## src/rtl/i2c_irq_pkg.sv

```systemverilog
package i2c_irq_pkg;
  localparam int REG_W  = 16;
  localparam int ADDR_W = 2;
  localparam int VEC_N  = 5;
  localparam int VEC_W  = 3;
  localparam int B_BUSY = 12;
  // sticky event positions: 0-4, 8-11, 13, 14
  localparam logic [REG_W-1:0] STICKY_MASK = 16'h6F1F;
  // interrupt-capable positions: 0-4, 13, 14
  localparam logic [REG_W-1:0] IRQ_MASK    = 16'h601F;
  typedef enum logic [ADDR_W-1:0] {
    A_STATUS = 2'd0,
    A_ENABLE = 2'd1,
    A_VECTOR = 2'd2,
    A_NONE   = 2'd3
  } reg_addr_e;
endpackage

```

## src/rtl/i2c_irq_sticky.sv

```systemverilog
module i2c_irq_sticky #(
  parameter int              W    = 16,
  parameter logic [W-1:0]    MASK = '1
) (
  input  logic         clk,
  input  logic         rst,
  input  logic [W-1:0] ev,
  input  logic [W-1:0] clr,
  output logic [W-1:0] sts
);
  for (genvar i = 0; i < W; i++) begin : g_bit
    if (MASK[i]) begin : g_flag
      always_ff @(posedge clk) begin
        if (rst)         sts[i] <= 1'b0;
        else if (ev[i])  sts[i] <= 1'b1;
        else if (clr[i]) sts[i] <= 1'b0;
      end


      ev_sets_chk: assert property (@(posedge clk) disable iff (rst)
        ev[i] |=> sts[i]);

      clr_drops_chk: assert property (@(posedge clk) disable iff (rst)
        (clr[i] && !ev[i]) |=> !sts[i]);
    end else begin : g_zero
      assign sts[i] = 1'b0;
    end
  end
endmodule

```

## src/rtl/i2c_irq_vec_enc.sv

```systemverilog
module i2c_irq_vec_enc #(
  parameter int N  = 5,
  parameter int CW = 3
) (
  input  logic [N-1:0]  pend,
  output logic [CW-1:0] code,
  output logic [N-1:0]  sel
);
  always_comb begin
    code = '0;
    sel  = '0;
    for (int i = N - 1; i >= 0; i--) begin
      if (pend[i]) begin
        code   = CW'(i + 1);
        sel    = '0;
        sel[i] = 1'b1;
      end
    end
  end
endmodule

```

## src/rtl/i2c_irq_status_unit.sv

```systemverilog
module i2c_irq_status_unit
  import i2c_irq_pkg::*;
#(
  parameter int DW = REG_W,
  parameter int AW = ADDR_W,
  parameter int NV = VEC_N,
  parameter int CW = VEC_W
) (
  input  logic          clk,
  input  logic          rst,
  input  logic          reg_wr,
  input  logic          reg_rd,
  input  logic [AW-1:0] reg_addr,
  input  logic [DW-1:0] reg_wdata,
  output logic [DW-1:0] reg_rdata,
  input  logic [DW-1:0] evt_pulse,
  input  logic          bus_busy,
  output logic          irq
);
  localparam int PAD = DW - NV;

  logic [DW-1:0] sts;
  logic [DW-1:0] clr;
  logic [DW-1:0] en_q;
  logic [DW-1:0] view;
  logic [CW-1:0] vec_code;
  logic [NV-1:0] vec_sel;
  logic          wr_sts, wr_en, rd_vec;

  assign wr_sts = reg_wr && (reg_addr == A_STATUS);
  assign wr_en  = reg_wr && (reg_addr == A_ENABLE);
  assign rd_vec = reg_rd && (reg_addr == A_VECTOR);

  i2c_irq_vec_enc #(.N(NV), .CW(CW)) u_enc (
    .pend (sts[NV-1:0]),
    .code (vec_code),
    .sel  (vec_sel)
  );

  assign clr = (wr_sts ? reg_wdata : '0) |
               (rd_vec ? {{PAD{1'b0}}, vec_sel} : '0);

  i2c_irq_sticky #(.W(DW), .MASK(STICKY_MASK)) u_sticky (
    .clk (clk),
    .rst (rst),
    .ev  (evt_pulse),
    .clr (clr),
    .sts (sts)
  );

  always_ff @(posedge clk) begin
    if (rst)        en_q <= '0;
    else if (wr_en) en_q <= reg_wdata & IRQ_MASK;
  end

  always_comb begin
    view         = sts;
    view[B_BUSY] = bus_busy;
  end

  always_ff @(posedge clk) begin
    if (rst) begin
      reg_rdata <= '0;
    end else if (reg_rd) begin
      case (reg_addr)
        A_STATUS: reg_rdata <= view;
        A_ENABLE: reg_rdata <= en_q;
        A_VECTOR: reg_rdata <= {{(DW-CW){1'b0}}, vec_code};
        default:  reg_rdata <= '0;
      endcase
    end
  end

  always_ff @(posedge clk) begin
    if (rst) irq <= 1'b0;
    else     irq <= |(sts & en_q);
  end


  masked_quiet_chk: assert property (@(posedge clk) disable iff (rst)
    !$past(|en_q) |-> !irq);

  busy_live_chk: assert property (@(posedge clk) disable iff (rst)
    (reg_rd && reg_addr == A_STATUS) |=> (reg_rdata[B_BUSY] == $past(bus_busy)));

  vec_code_chk: assert property (@(posedge clk) disable iff (rst)
    (vec_code <= CW'(NV)) && ((vec_code != '0) == (|sts[NV-1:0])));

  en_reserved_chk: assert property (@(posedge clk) disable iff (rst)
    (reg_rd && reg_addr == A_ENABLE) |=> ((reg_rdata & ~IRQ_MASK) == '0));

  unmapped_zero_chk: assert property (@(posedge clk) disable iff (rst)
    (reg_rd && reg_addr == A_NONE) |=> (reg_rdata == '0));
endmodule

```

## config.mk

```make
export PLATFORM = sky130hd
export DESIGN_NAME = i2c_irq_status_unit
export DESIGN_NICKNAME = d
export VERILOG_FILES = /design/src/rtl/i2c_irq_pkg.sv /design/src/rtl/i2c_irq_sticky.sv /design/src/rtl/i2c_irq_vec_enc.sv /design/src/rtl/i2c_irq_status_unit.sv
export SDC_FILE = /design/constraint.sdc
export NUM_CORES = 1
export LEC_CHECK = 0
export ABC_AREA = 1
export BUFFER_PORTS_ARGS = -buffer_cell sky130_fd_sc_hd__buf_4
export CAP_MARGIN = 20
export CORE_UTILIZATION = 42
export CTS_CLUSTER_SIZE = 14
export DETAILED_ROUTE_END_ITERATION = 6
export GPL_TIMING_DRIVEN = 0
export PLACE_DENSITY = 0.78
export SETUP_SLACK_MARGIN = 0.5
export SYNTH_ARGS = -nofsm -noshare
export SYNTH_HDL_FRONTEND = slang
export SYNTH_SLANG_ARGS = --single-unit
```

## constraint.sdc

```tcl
create_clock -name clk -period 2.2 [get_ports clk]
set_input_delay 0.22 -clock clk [delete_from_list [all_inputs] [get_ports clk]]
set_output_delay 0.22 -clock clk [all_outputs]
set_load 0.005 [all_outputs]
```

==> run summary <==
======================================================================================
# Max-Cap Violations ....................................................            0
Number of synthesized register bits .....................................           31
Worst hold slack ........................................................      82.9 ps
TritonCTS sink count ....................................................           31
Total wire length .......................................................      3210 um
Mean area per synthesized cell ..........................................    7.08 um^2
Post-synthesis cell count ...............................................          205
Worst slack after detailed placement ....................................       953 ps
CTS HTree Levels ........................................................            2
Iteration-0 DRC Markers .................................................           72
Global-route wire length before repair ..................................      5240 um
Cell area after technology mapping ...................................... 0.00145 mm^2
Power share of the combinational group ..................................        0.152
Class of the tightest hold or removal check ............................. input pin to flip-flop
Placed cells ............................................................          292
Number of antenna violations at the first check in global routing .......            0
Kind of cell adding the most delay to the critical path .................   flip-flops
List of cells traversed by the critical path ............................        buf_4
Dominant cell type by area after synthesis .............................. sky130_fd_sc_hd__dfxtp_1
Ranking of synthesized cells by instance count .......................... 43 x sky130_fd_sc_hd__nand2_1, 31 x sky130_fd_sc_hd__dfxtp_1, 26 x sky130_fd_sc_hd__a21oi_1, 25 x sky130_fd_sc_hd__inv_1, 18 x sky130_fd_sc_hd__nor2_1
Clock latency reported for the late side of the worst-skew pair .........       330 ps
Synth Area in Compound Gates ............................................        0.197
Synth unique cells ......................................................           23
Kind of critical path ................................................... flip-flop to output pin
Prevailing post-synth register cell ..................................... sky130_fd_sc_hd__dfxtp_1
Register-to-register setup slack ........................................      1230 ps
Standard cell area after detailed placement ............................. 0.00182 mm^2
Row count ...............................................................           20
Resized Gates After CTS .................................................            0
Final count of pins violating max slew ..................................            0
Data required time at the worst endpoint ................................      1980 ps
Buffers on Ports ........................................................           40
Sum of net half-perimeters after detailed placement .....................      2440 um
Max-slew headroom .......................................................        0.652
TritonCTS clock tree ....................................................          yes
Count of hold-fix buffers inserted at cts ...............................            0
Sum of overflow across all layers after global routing ..................            0
Count of flip-flops with a built-in enable after synthesis ..............            0
Buffers & Inverters on Critical Path ....................................            1
Ranking of synthesized cells by area .................................... sky130_fd_sc_hd__dfxtp_1 43%, sky130_fd_sc_hd__nand2_1 11%, sky130_fd_sc_hd__a21oi_1 9.0%
Combinational family with the most area after synthesis ................. simple AND/OR/NAND/NOR gates
Async set or reset register ratio after synthesis .......................            0
Core ar. ................................................................ 0.00315 mm^2
Sw frac .................................................................        0.252
Yosys synthesis warning count ...........................................            0
Data arrival at the endpoint of the critical path .......................       810 ps
Xor and xnor fraction of the mapped netlist area ........................            0
Die H ...................................................................      60.8 um
Total DRC errors in the routed layout ...................................            0
Leakage power figure ....................................................     0.896 nW
Pin count of the biggest net entering global routing ....................           11
Final-layout setup total negative slack .................................         0 ps
Layout Nets .............................................................          294
Area added between synthesis and finish .................................        31.2%
Inserted Clock Buffers ..................................................            5
Status .................................................................. complete, no violations
Clock Tree Buf Depth ....................................................            2
Total routing resource utilization after global routing .................        0.199
Delay contributed by the slowest stage of the critical path .............       360 ps
Library cell contributing the largest single delay on the critical path . sky130_fd_sc_hd__dfxtp_1
Detailed-routing iteration count for the pre-antenna-repair pass ........            4
Diode count .............................................................            0
Largest voltage drop on the vdd net .....................................       441 uV
Seq pwr share ...........................................................        0.483
Layout Cells excl Fill ..................................................          300
Unrepaired setup endpoints after global routing .........................           no
Clk Tree Root Cell ...................................................... sky130_fd_sc_hd__clkbuf_4
Total power draw ........................................................      1.28 mW
Total number of vias ....................................................         1402
Final count of hold timing violations ...................................            0
I/O pin cnt .............................................................           56
Switching power summed over all nets ....................................     0.324 mW
Simple-gate portion of the synthesized area .............................        0.247
Least-Margin Pin Slew ...................................................       521 ps
Final critical-path share of the clock period ...........................        0.468
Internal power ..........................................................     0.960 mW
Final worst setup slack .................................................      1170 ps
Sequential fraction of the synthesis area ...............................        0.428
Final Instance Area ..................................................... 0.00190 mm^2
Proportion of layout cells with a drive suffix above 1 ..................        0.293
Area fraction of the dominant cell type after synthesis .................        0.428
Adder-cell area share of the yosys netlist ..............................            0
Post-route ant nets .....................................................            0
Final RePlAce weighted congestion .......................................        0.875
Sort of element at the start of the critical path .......................    flip-flop
PwrDens .................................................................  674 mW/mm^2
Endpoints failing setup .................................................            0
Multiplexer fraction of the synthesized cell area .......................            0
Avg WL per Cell .........................................................      10.7 um
Fmax ....................................................................      972 MHz
Die Width ...............................................................      60.8 um
Period minus WS final ...................................................      1030 ps
Clk slew on worst S/H paths .............................................       100 ps
Detail-routed via count per cell ........................................         4.67
Worst clock skew ........................................................      6.62 ps
Setup bufs post-CTS .....................................................            0
Clk pwr share ...........................................................        0.365
Die Footprint ........................................................... 0.00369 mm^2
Vias in the first global route ..........................................         1128
Kind of end point of the critical path ..................................   output pin
Initial standard-cell utilization of the core ...........................        0.460
Final core utilization ..................................................        0.604
Leading cell type by number of instances after synthesis ................ sky130_fd_sc_hd__nand2_1
Largest fanout on the critical path .....................................            2
======================================================================================
## flip-flops by register name, indices dropped and copies added (netlist names)
name	count
reg_rdata	12
en_q	7
irq	1
u_sticky.sts	11
## area by class of cell
class                   count  area [um^2]
clock inverters             2         35.0
clock buffers               6         51.3
fillers                   312         1250
inverters                  30          113
well taps                  44         55.1
plain buffers              11         70.1
flip-flops and latches     31          621
multi-input cells         136          659
repair buffers             40          300
## power by group through the flow
stage                     clock, mW  sequential (mW)  combinational [mW]
after floorplan                   0            0.628               0.108
after global placement            0            0.632               0.192
after detailed placement          0            0.632               0.195
after CTS                     0.472            0.619               0.196
after global routing          0.502            0.624               0.221
final                         0.469            0.619               0.195
## metal layers
layer  routed length (um)  track usage
met1                 1570        0.277
met2                 1380        0.287
met3                  203       0.0576
met4                   53       0.0877
met5                    0            0
## worst paths after layout
kind                         start         endpoint  cells past startpoint
setup / recovery      reg_rdata[3]     reg_rdata[3]                      1
hold / removal        evt_pulse[9]  u_sticky.sts[9]                      3
setup reg to reg   u_sticky.sts[0]  u_sticky.sts[3]                      4
hold reg to reg   u_sticky.sts[10]    reg_rdata[10]                      2
## layout by cell type (no fill, tap or decap), types with 4 or more instances in the layout
cell / netlist / final
sky130_fd_sc_hd__buf_4: 5 / 45
sky130_fd_sc_hd__clkbuf_4: 0 / 5
sky130_fd_sc_hd__nand2_1: 43 / 43
sky130_fd_sc_hd__conb_1: 1 / 4
sky130_fd_sc_hd__inv_1: 25 / 25
sky130_fd_sc_hd__dfxtp_1: 31 / 31
sky130_fd_sc_hd__inv_2: 5 / 5
sky130_fd_sc_hd__nor2_1: 18 / 18
sky130_fd_sc_hd__o21ai_0: 12 / 12
sky130_fd_sc_hd__a21oi_1: 26 / 26
sky130_fd_sc_hd__o21ai_1: 9 / 9
sky130_fd_sc_hd__nand3_1: 7 / 7
## cells by family (layout without fill, tap and decap cells)
logic type / count (synthesis) / after routing
compound gates: 53 / 53
buf+inv: 41 / 89
other cells: 1 / 4
flops: 31 / 31
simple gates: 79 / 79
## worst reg2reg max path, stage by stage (launching register included)
cell and delay, ps:
sky130_fd_sc_hd__dfxtp_1 370, sky130_fd_sc_hd__nor3_2 190, sky130_fd_sc_hd__nand2_1 110, sky130_fd_sc_hd__a21oi_1 130
sky130_fd_sc_hd__nor2_1 50
(Power assumes the default switching activity.)
